## src/rtl/gpio_port_pkg.sv

```systemverilog
package gpio_port_pkg;
  typedef enum logic [1:0] {
    ADDR_PORT = 2'd0,
    ADDR_LAT  = 2'd1,
    ADDR_DIR  = 2'd2,
    ADDR_CTRL = 2'd3
  } reg_addr_e;

  typedef struct packed {
    logic bus_off;
    logic od_en;
    logic pu_en;
  } ctrl_t;

  localparam ctrl_t CTRL_RST = '{bus_off: 1'b1, od_en: 1'b0, pu_en: 1'b0};
endpackage

```

## src/rtl/gpio_sync.sv

```systemverilog
module gpio_sync #(
  parameter int W = 8
) (
  input  logic         clk_i,
  input  logic         rst_ni,
  input  logic [W-1:0] d_i,
  output logic [W-1:0] q_o
);
  logic [W-1:0] s1_q, s2_q;

  always_ff @(posedge clk_i or negedge rst_ni) begin
    if (!rst_ni) begin
      s1_q <= '0;
      s2_q <= '0;
    end else begin
      s1_q <= d_i;
      s2_q <= s1_q;
    end
  end

  assign q_o = s2_q;
endmodule

```

## src/rtl/gpio_regs.sv

```systemverilog
module gpio_regs
  import gpio_port_pkg::*;
#(
  parameter int W = 8
) (
  input  logic         clk_i,
  input  logic         rst_ni,
  input  logic         wr_en_i,
  input  logic [1:0]   addr_i,
  input  logic [W-1:0] wdata_i,
  input  logic [W-1:0] pin_sync_i,
  output logic [W-1:0] rdata_o,
  output logic [W-1:0] dir_o,
  output logic [W-1:0] lat_o,
  output ctrl_t        ctrl_o
);
  localparam int CW = $bits(ctrl_t);

  reg_addr_e addr;
  assign addr = reg_addr_e'(addr_i);

  always_ff @(posedge clk_i or negedge rst_ni) begin
    if (!rst_ni) begin
      dir_o  <= '1;
      lat_o  <= '0;
      ctrl_o <= CTRL_RST;
    end else if (wr_en_i) begin
      unique case (addr)
        ADDR_PORT, ADDR_LAT: lat_o  <= wdata_i;
        ADDR_DIR:            dir_o  <= wdata_i;
        ADDR_CTRL:           ctrl_o <= ctrl_t'(wdata_i[CW-1:0]);
        default: ;
      endcase
    end
  end

  always_comb begin
    rdata_o = '0;
    unique case (addr)
      ADDR_PORT: rdata_o = pin_sync_i;
      ADDR_LAT:  rdata_o = lat_o;
      ADDR_DIR:  rdata_o = dir_o;
      ADDR_CTRL: rdata_o[CW-1:0] = ctrl_o;
      default: ;
    endcase
  end

  // both port and latch addresses load the latch
  a_r3_lat_write: assert property (@(posedge clk_i) disable iff (!rst_ni)
    (wr_en_i && (addr_i == ADDR_PORT || addr_i == ADDR_LAT)) |=> (lat_o == $past(wdata_i)));

  a_r2_dir_write: assert property (@(posedge clk_i) disable iff (!rst_ni)
    (wr_en_i && addr_i == ADDR_DIR) |=> (dir_o == $past(wdata_i)));

  a_r2_dir_hold: assert property (@(posedge clk_i) disable iff (!rst_ni)
    !(wr_en_i && addr_i == ADDR_DIR) |=> $stable(dir_o));
endmodule

```

## src/rtl/gpio_pad_mux.sv

```systemverilog
module gpio_pad_mux #(
  parameter int W        = 8,
  parameter int PSP_PINS = 3,
  parameter int OD_PIN   = 7
) (
  input  logic         clk_i,
  input  logic         rst_ni,
  input  logic [W-1:0] dir_i,
  input  logic [W-1:0] lat_i,
  input  logic         pu_en_i,
  input  logic         od_en_i,
  input  logic         bus_on_i,
  input  logic         bus_oe_i,
  input  logic [W-1:0] bus_out_i,
  input  logic         psp_en_i,
  input  logic         periph_act_i,
  input  logic         periph_out_i,
  output logic [W-1:0] oe_o,
  output logic [W-1:0] out_o,
  output logic [W-1:0] pu_o
);
  for (genvar i = 0; i < W; i++) begin : g_pin
    localparam bit IS_PSP = (i < PSP_PINS);
    localparam bit IS_OD  = (i == OD_PIN);

    always_comb begin
      oe_o[i]  = ~dir_i[i];
      out_o[i] = lat_i[i];
      pu_o[i]  = pu_en_i & dir_i[i];
      if (bus_on_i) begin
        oe_o[i]  = bus_oe_i;
        out_o[i] = bus_out_i[i];
        pu_o[i]  = 1'b0;
      end else if (IS_PSP && psp_en_i) begin
        oe_o[i] = 1'b0;
      end else if (IS_OD && periph_act_i) begin
        if (od_en_i) begin
          oe_o[i]  = ~dir_i[i] & ~periph_out_i;
          out_o[i] = 1'b0;
        end else begin
          out_o[i] = periph_out_i;
        end
      end
    end
  end

  // pull-up never on a pin configured as output
  a_r5_pu_only_inputs: assert property (@(posedge clk_i) disable iff (!rst_ni)
    (pu_o & ~dir_i) == '0);

  a_r8_bus_owns_pads: assert property (@(posedge clk_i) disable iff (!rst_ni)
    bus_on_i |-> (oe_o == {W{bus_oe_i}} && out_o == bus_out_i && pu_o == '0));

  a_r7_psp_inputs: assert property (@(posedge clk_i) disable iff (!rst_ni)
    (!bus_on_i && psp_en_i) |-> (oe_o[PSP_PINS-1:0] == '0));

  a_r6_od_never_high: assert property (@(posedge clk_i) disable iff (!rst_ni)
    (!bus_on_i && periph_act_i && od_en_i) |-> !(oe_o[OD_PIN] && out_o[OD_PIN]));
endmodule

```

## src/rtl/gpio_port_ctrl.sv

```systemverilog
module gpio_port_ctrl
  import gpio_port_pkg::*;
#(
  parameter int W        = 8,
  parameter int PSP_PINS = 3,
  parameter int OD_PIN   = 7
) (
  input  logic                clk_i,
  input  logic                rst_ni,
  input  logic                wr_en_i,
  input  logic [1:0]          addr_i,
  input  logic [W-1:0]        wdata_i,
  output logic [W-1:0]        rdata_o,
  input  logic [W-1:0]        pad_in_i,
  output logic [W-1:0]        pad_oe_o,
  output logic [W-1:0]        pad_out_o,
  output logic [W-1:0]        pad_pu_o,
  input  logic                psp_en_i,
  output logic [PSP_PINS-1:0] psp_ctl_o,
  input  logic                periph_act_i,
  input  logic                periph_out_i,
  input  logic                bus_oe_i,
  input  logic [W-1:0]        bus_out_i,
  output logic [W-1:0]        bus_in_o
);
  logic [W-1:0] pin_sync, dir, lat;
  ctrl_t        ctrl;

  gpio_sync #(.W(W)) u_sync (
    .clk_i(clk_i), .rst_ni(rst_ni), .d_i(pad_in_i), .q_o(pin_sync)
  );

  gpio_regs #(.W(W)) u_regs (
    .clk_i(clk_i), .rst_ni(rst_ni), .wr_en_i(wr_en_i), .addr_i(addr_i),
    .wdata_i(wdata_i), .pin_sync_i(pin_sync), .rdata_o(rdata_o),
    .dir_o(dir), .lat_o(lat), .ctrl_o(ctrl)
  );

  gpio_pad_mux #(.W(W), .PSP_PINS(PSP_PINS), .OD_PIN(OD_PIN)) u_mux (
    .clk_i(clk_i), .rst_ni(rst_ni), .dir_i(dir), .lat_i(lat),
    .pu_en_i(ctrl.pu_en), .od_en_i(ctrl.od_en), .bus_on_i(~ctrl.bus_off),
    .bus_oe_i(bus_oe_i), .bus_out_i(bus_out_i), .psp_en_i(psp_en_i),
    .periph_act_i(periph_act_i), .periph_out_i(periph_out_i),
    .oe_o(pad_oe_o), .out_o(pad_out_o), .pu_o(pad_pu_o)
  );

  assign psp_ctl_o = psp_en_i ? pin_sync[PSP_PINS-1:0] : '0;
  assign bus_in_o  = pin_sync;

  // control lines quiet when the mode is off
  a_r7_psp_idle: assert property (@(posedge clk_i) disable iff (!rst_ni)
    !psp_en_i |-> (psp_ctl_o == '0));
endmodule

```

## config.mk

```make
export PLATFORM = sky130hd
export DESIGN_NAME = gpio_port_ctrl
export DESIGN_NICKNAME = d
export VERILOG_FILES = /design/src/rtl/gpio_port_pkg.sv /design/src/rtl/gpio_sync.sv /design/src/rtl/gpio_regs.sv /design/src/rtl/gpio_pad_mux.sv /design/src/rtl/gpio_port_ctrl.sv
export SDC_FILE = /design/constraint.sdc
export NUM_CORES = 1
export LEC_CHECK = 0
export BUFFER_PORTS_ARGS = -buffer_cell sky130_fd_sc_hd__buf_2
export CAP_MARGIN = 20
export CORE_ASPECT_RATIO = 0.7
export CORE_MARGIN = 2
export CORE_UTILIZATION = 45
export CTS_CLUSTER_SIZE = 14
export DETAILED_ROUTE_END_ITERATION = 6
export PLACE_DENSITY = 0.78
export SYNTH_ARGS = -nofsm -noshare
export SYNTH_HDL_FRONTEND = slang
export SYNTH_HIERARCHICAL = 1
export SYNTH_SLANG_ARGS = --single-unit
```

## constraint.sdc

```tcl
create_clock -name clk_i -period 1.7 [get_ports clk_i]
set_input_delay 0.255 -clock clk_i [delete_from_list [all_inputs] [get_ports clk_i]]
set_output_delay 0.255 -clock clk_i [all_outputs]
set_load 0.02 [all_outputs]
```

==> run metrics <==
Placed Cells 237; GRT Residual Overflow 0; RePlAce Congestion 0.936; DRT iter0 DRCs 96; sequential fraction of the synthesis area 0.541; min Tclk post-route ~1.9 ns; final worst slack -0.235 ns; final setup fails 24; CP peak stage delay between 0.5 and 0.6 ns; global-route usage over all layers 0.200; Worst Path Arrival 1.68 ns; WP data required 1.44 ns; Yosys reg bits 35; Syn. warnings 6; Worst-Skew Late Latency 0.29 ns; status finished, violations left; row cnt 18; failing checks negative setup slack; FF+latch area 887 µm²; final-stage net count between 200 and 250; Slew @ Worst Pin 0.317 ns; post-synth top area cell dfrtp_1; cts bufs inserted 5; Avg Cell Area, Syn 14.6 µm²; global-route wire length before repair 6110 µm; Multi-input gate area 709 µm²; core area 3510 µm²; fill count 284; Cell Area, Placed roughly 2100 µm²; setup TNS -4.39 ns; delay-heaviest family, CP flip-flops; Root Driver clkbuf_8; final-report hold violation count 0; critical-path maximum fanout 6; Post-Syn Instances 112; dpl hpwl 2960 µm; H-Tree Level Count 2; Most Frequent Cell on Critical Path buf_6; fraction of layout cells with a size suffix above 1 0.683; routed length per instance 15.8 µm; Rel. slew slack 0.788; Worst path slowest cell dfstp_2; Cell Area, Synth about 1600 µm²; Synth area leaders dfrtp_1 40%, dfstp_2 14%, mux2_2 12%; clk sinks 35; area fraction of the dominant cell type after synthesis 0.397; crit-path cells clkinvlp_4 -> buf_6 -> a311o_1 -> nand2_1 -> buf_6; maximum clock path buffer count 2; CTS tree built; Final ANT Viol Nets 0; number of flops mapped to enable cells by yosys 0; CP endpoint kind output port; Peak VDD IR 0.766 mV; Die Area 4150 µm²; fmax 517 MHz; number of distinct library cells after synthesis 23; wirelength, routed 3940 µm; CP bufs+invs 3; ANT cells 0; count leader, synth dfrtp_1; routed vias 1,255; PortBufs 75; Starting Density 0.467; DRC viols 0; post-route cell area 2260 µm²; pwr/cell area 1100 nW/µm²; final slew viol count 0; final worst path period share 1.14; RSZ-0062 raised after global routing yes; Via density 5.04; Clock Skew 0.000137 ns; Clock Pin Slew Worst Setup and Hold Paths roughly 0.070 ns; CP Launch Type flop; vias in the first global route between 1,000 and 1,500; synthesized net count 145; Leak ~1.1 nW; prevailing post-synth register cell dfrtp_1; most frequent cells after synthesis 26 x dfrtp_1, 18 x mux2_2, 11 x and2_1; fin cells 249; FFs w/ async S/R, synth 1.00; initial antenna violation count 0; Die Wd 76.1 µm; Setup CP Type reg -> out; Initial DRT Pass Iterations 4; maxcap violations 0; area grow syn2layout 38.0%; I/O pin count between 70 and 80; worst min path class in -> reg; final core occ 0.644; Die H roughly 54 µm; pin count of the biggest net entering global routing 36
[registers in the layout (all words and copies together) (netlist names)]
name           flops
u_sync/q_o         8
u_sync/s1_q        8
u_regs/dir_o       8
u_regs/ctrl_o      3
u_regs/lat_o       8
[per-stage QoR]
step / setup slack (ns) / hold slack, ns / power (mW)
floorplan: 0.124 / -0.0406 / 1.52
finish: -0.235 / 0.0674 / 2.50
global placement: 0.161 / 0.220 / 1.76
detailed placement: 0.105 / 0.226 / 1.79
global route: -0.295 / 0.0644 / 2.61
CTS: -0.208 / 0.0631 / 2.49
[placed cells by master, fill, tap and decap left out, types with 2 or more instances in the layout]
master and count:
mux2_4 8, buf_4 9, a21oi_1 2, mux4_2 3, mux2i_1 5, buf_2 68, o21ai_0 2, dfstp_2 9
dfrtp_1 26, clkbuf_8 7, nand2_1 2, mux2_2 18, o2bb2ai_1 5, buf_6 3, nor2b_2 3, a21oi_2 2
buf_12 2, and2_1 11
[worst paths after layout]
| kind | slack, ns | endpoint | cells after the start | start |
|---|---|---|---|---|
| setup reg to reg | 0.90 | u_regs/ctrl_o[1] | 1 | u_regs/ctrl_o[1] |
| setup / recovery | -0.24 | pad_oe_o[7] | 5 | u_regs/ctrl_o[2] |
| min in group asynchronous | 0.45 | u_sync/s1_q[7] | 3 | rst_ni |
| max in group asynchronous | 1.00 | u_regs/dir_o[6] | 3 | rst_ni |
| hold reg to reg | 0.35 | u_sync/q_o[0] | 0 | u_sync/s1_q[0] |
| hold / removal | 0.07 | u_sync/s1_q[2] | 1 | pad_in_i[2] |
[cell families (layout without fill, tap and decap cells)]
group,after synthesis,after routing,share of synthesized area
mux,34,34,0.269
compound gates,14,14,0.0580
simple gates,23,23,0.100
flops,35,35,0.541
buf+inv,6,93,0.0321
[power by group]
group,switching (mW),internal (mW),total [mW]
Combinational,0.423,0.379,0.802
Clock,0.279,0.369,0.648
Sequential,0.0859,0.963,1.05
[repair_timing]
action                                  CTS  global route
buffers inserted                          3             0
endpoints found under the hold margin    26             0
cloned                                    0             0
gates resized for setup                  13             4
pin swaps                                 2             1
hold buffers                              1             0
endpoints found under the setup margin   24            24
[metal layers]
layer,track usage,share of wire,vias to the layer above,wire length [µm]
met3,0.0578,0.058,17,228
met4,0.103,0.030,0,120
met2,0.321,0.46,58,1830
li1,-,-,573,-
met1,0.257,0.45,607,1760
met5,0,0,-,0
[final cells by class]
class | count | area share
timing repair buffer | 83 | 0.217
sequential | 35 | 0.392
clock buffer | 8 | 0.0442
tap | 50 | 0.0277
inverter | 2 | 0.00498
multi-input combinational | 71 | 0.314
Power figures use the tool's default switching activity.
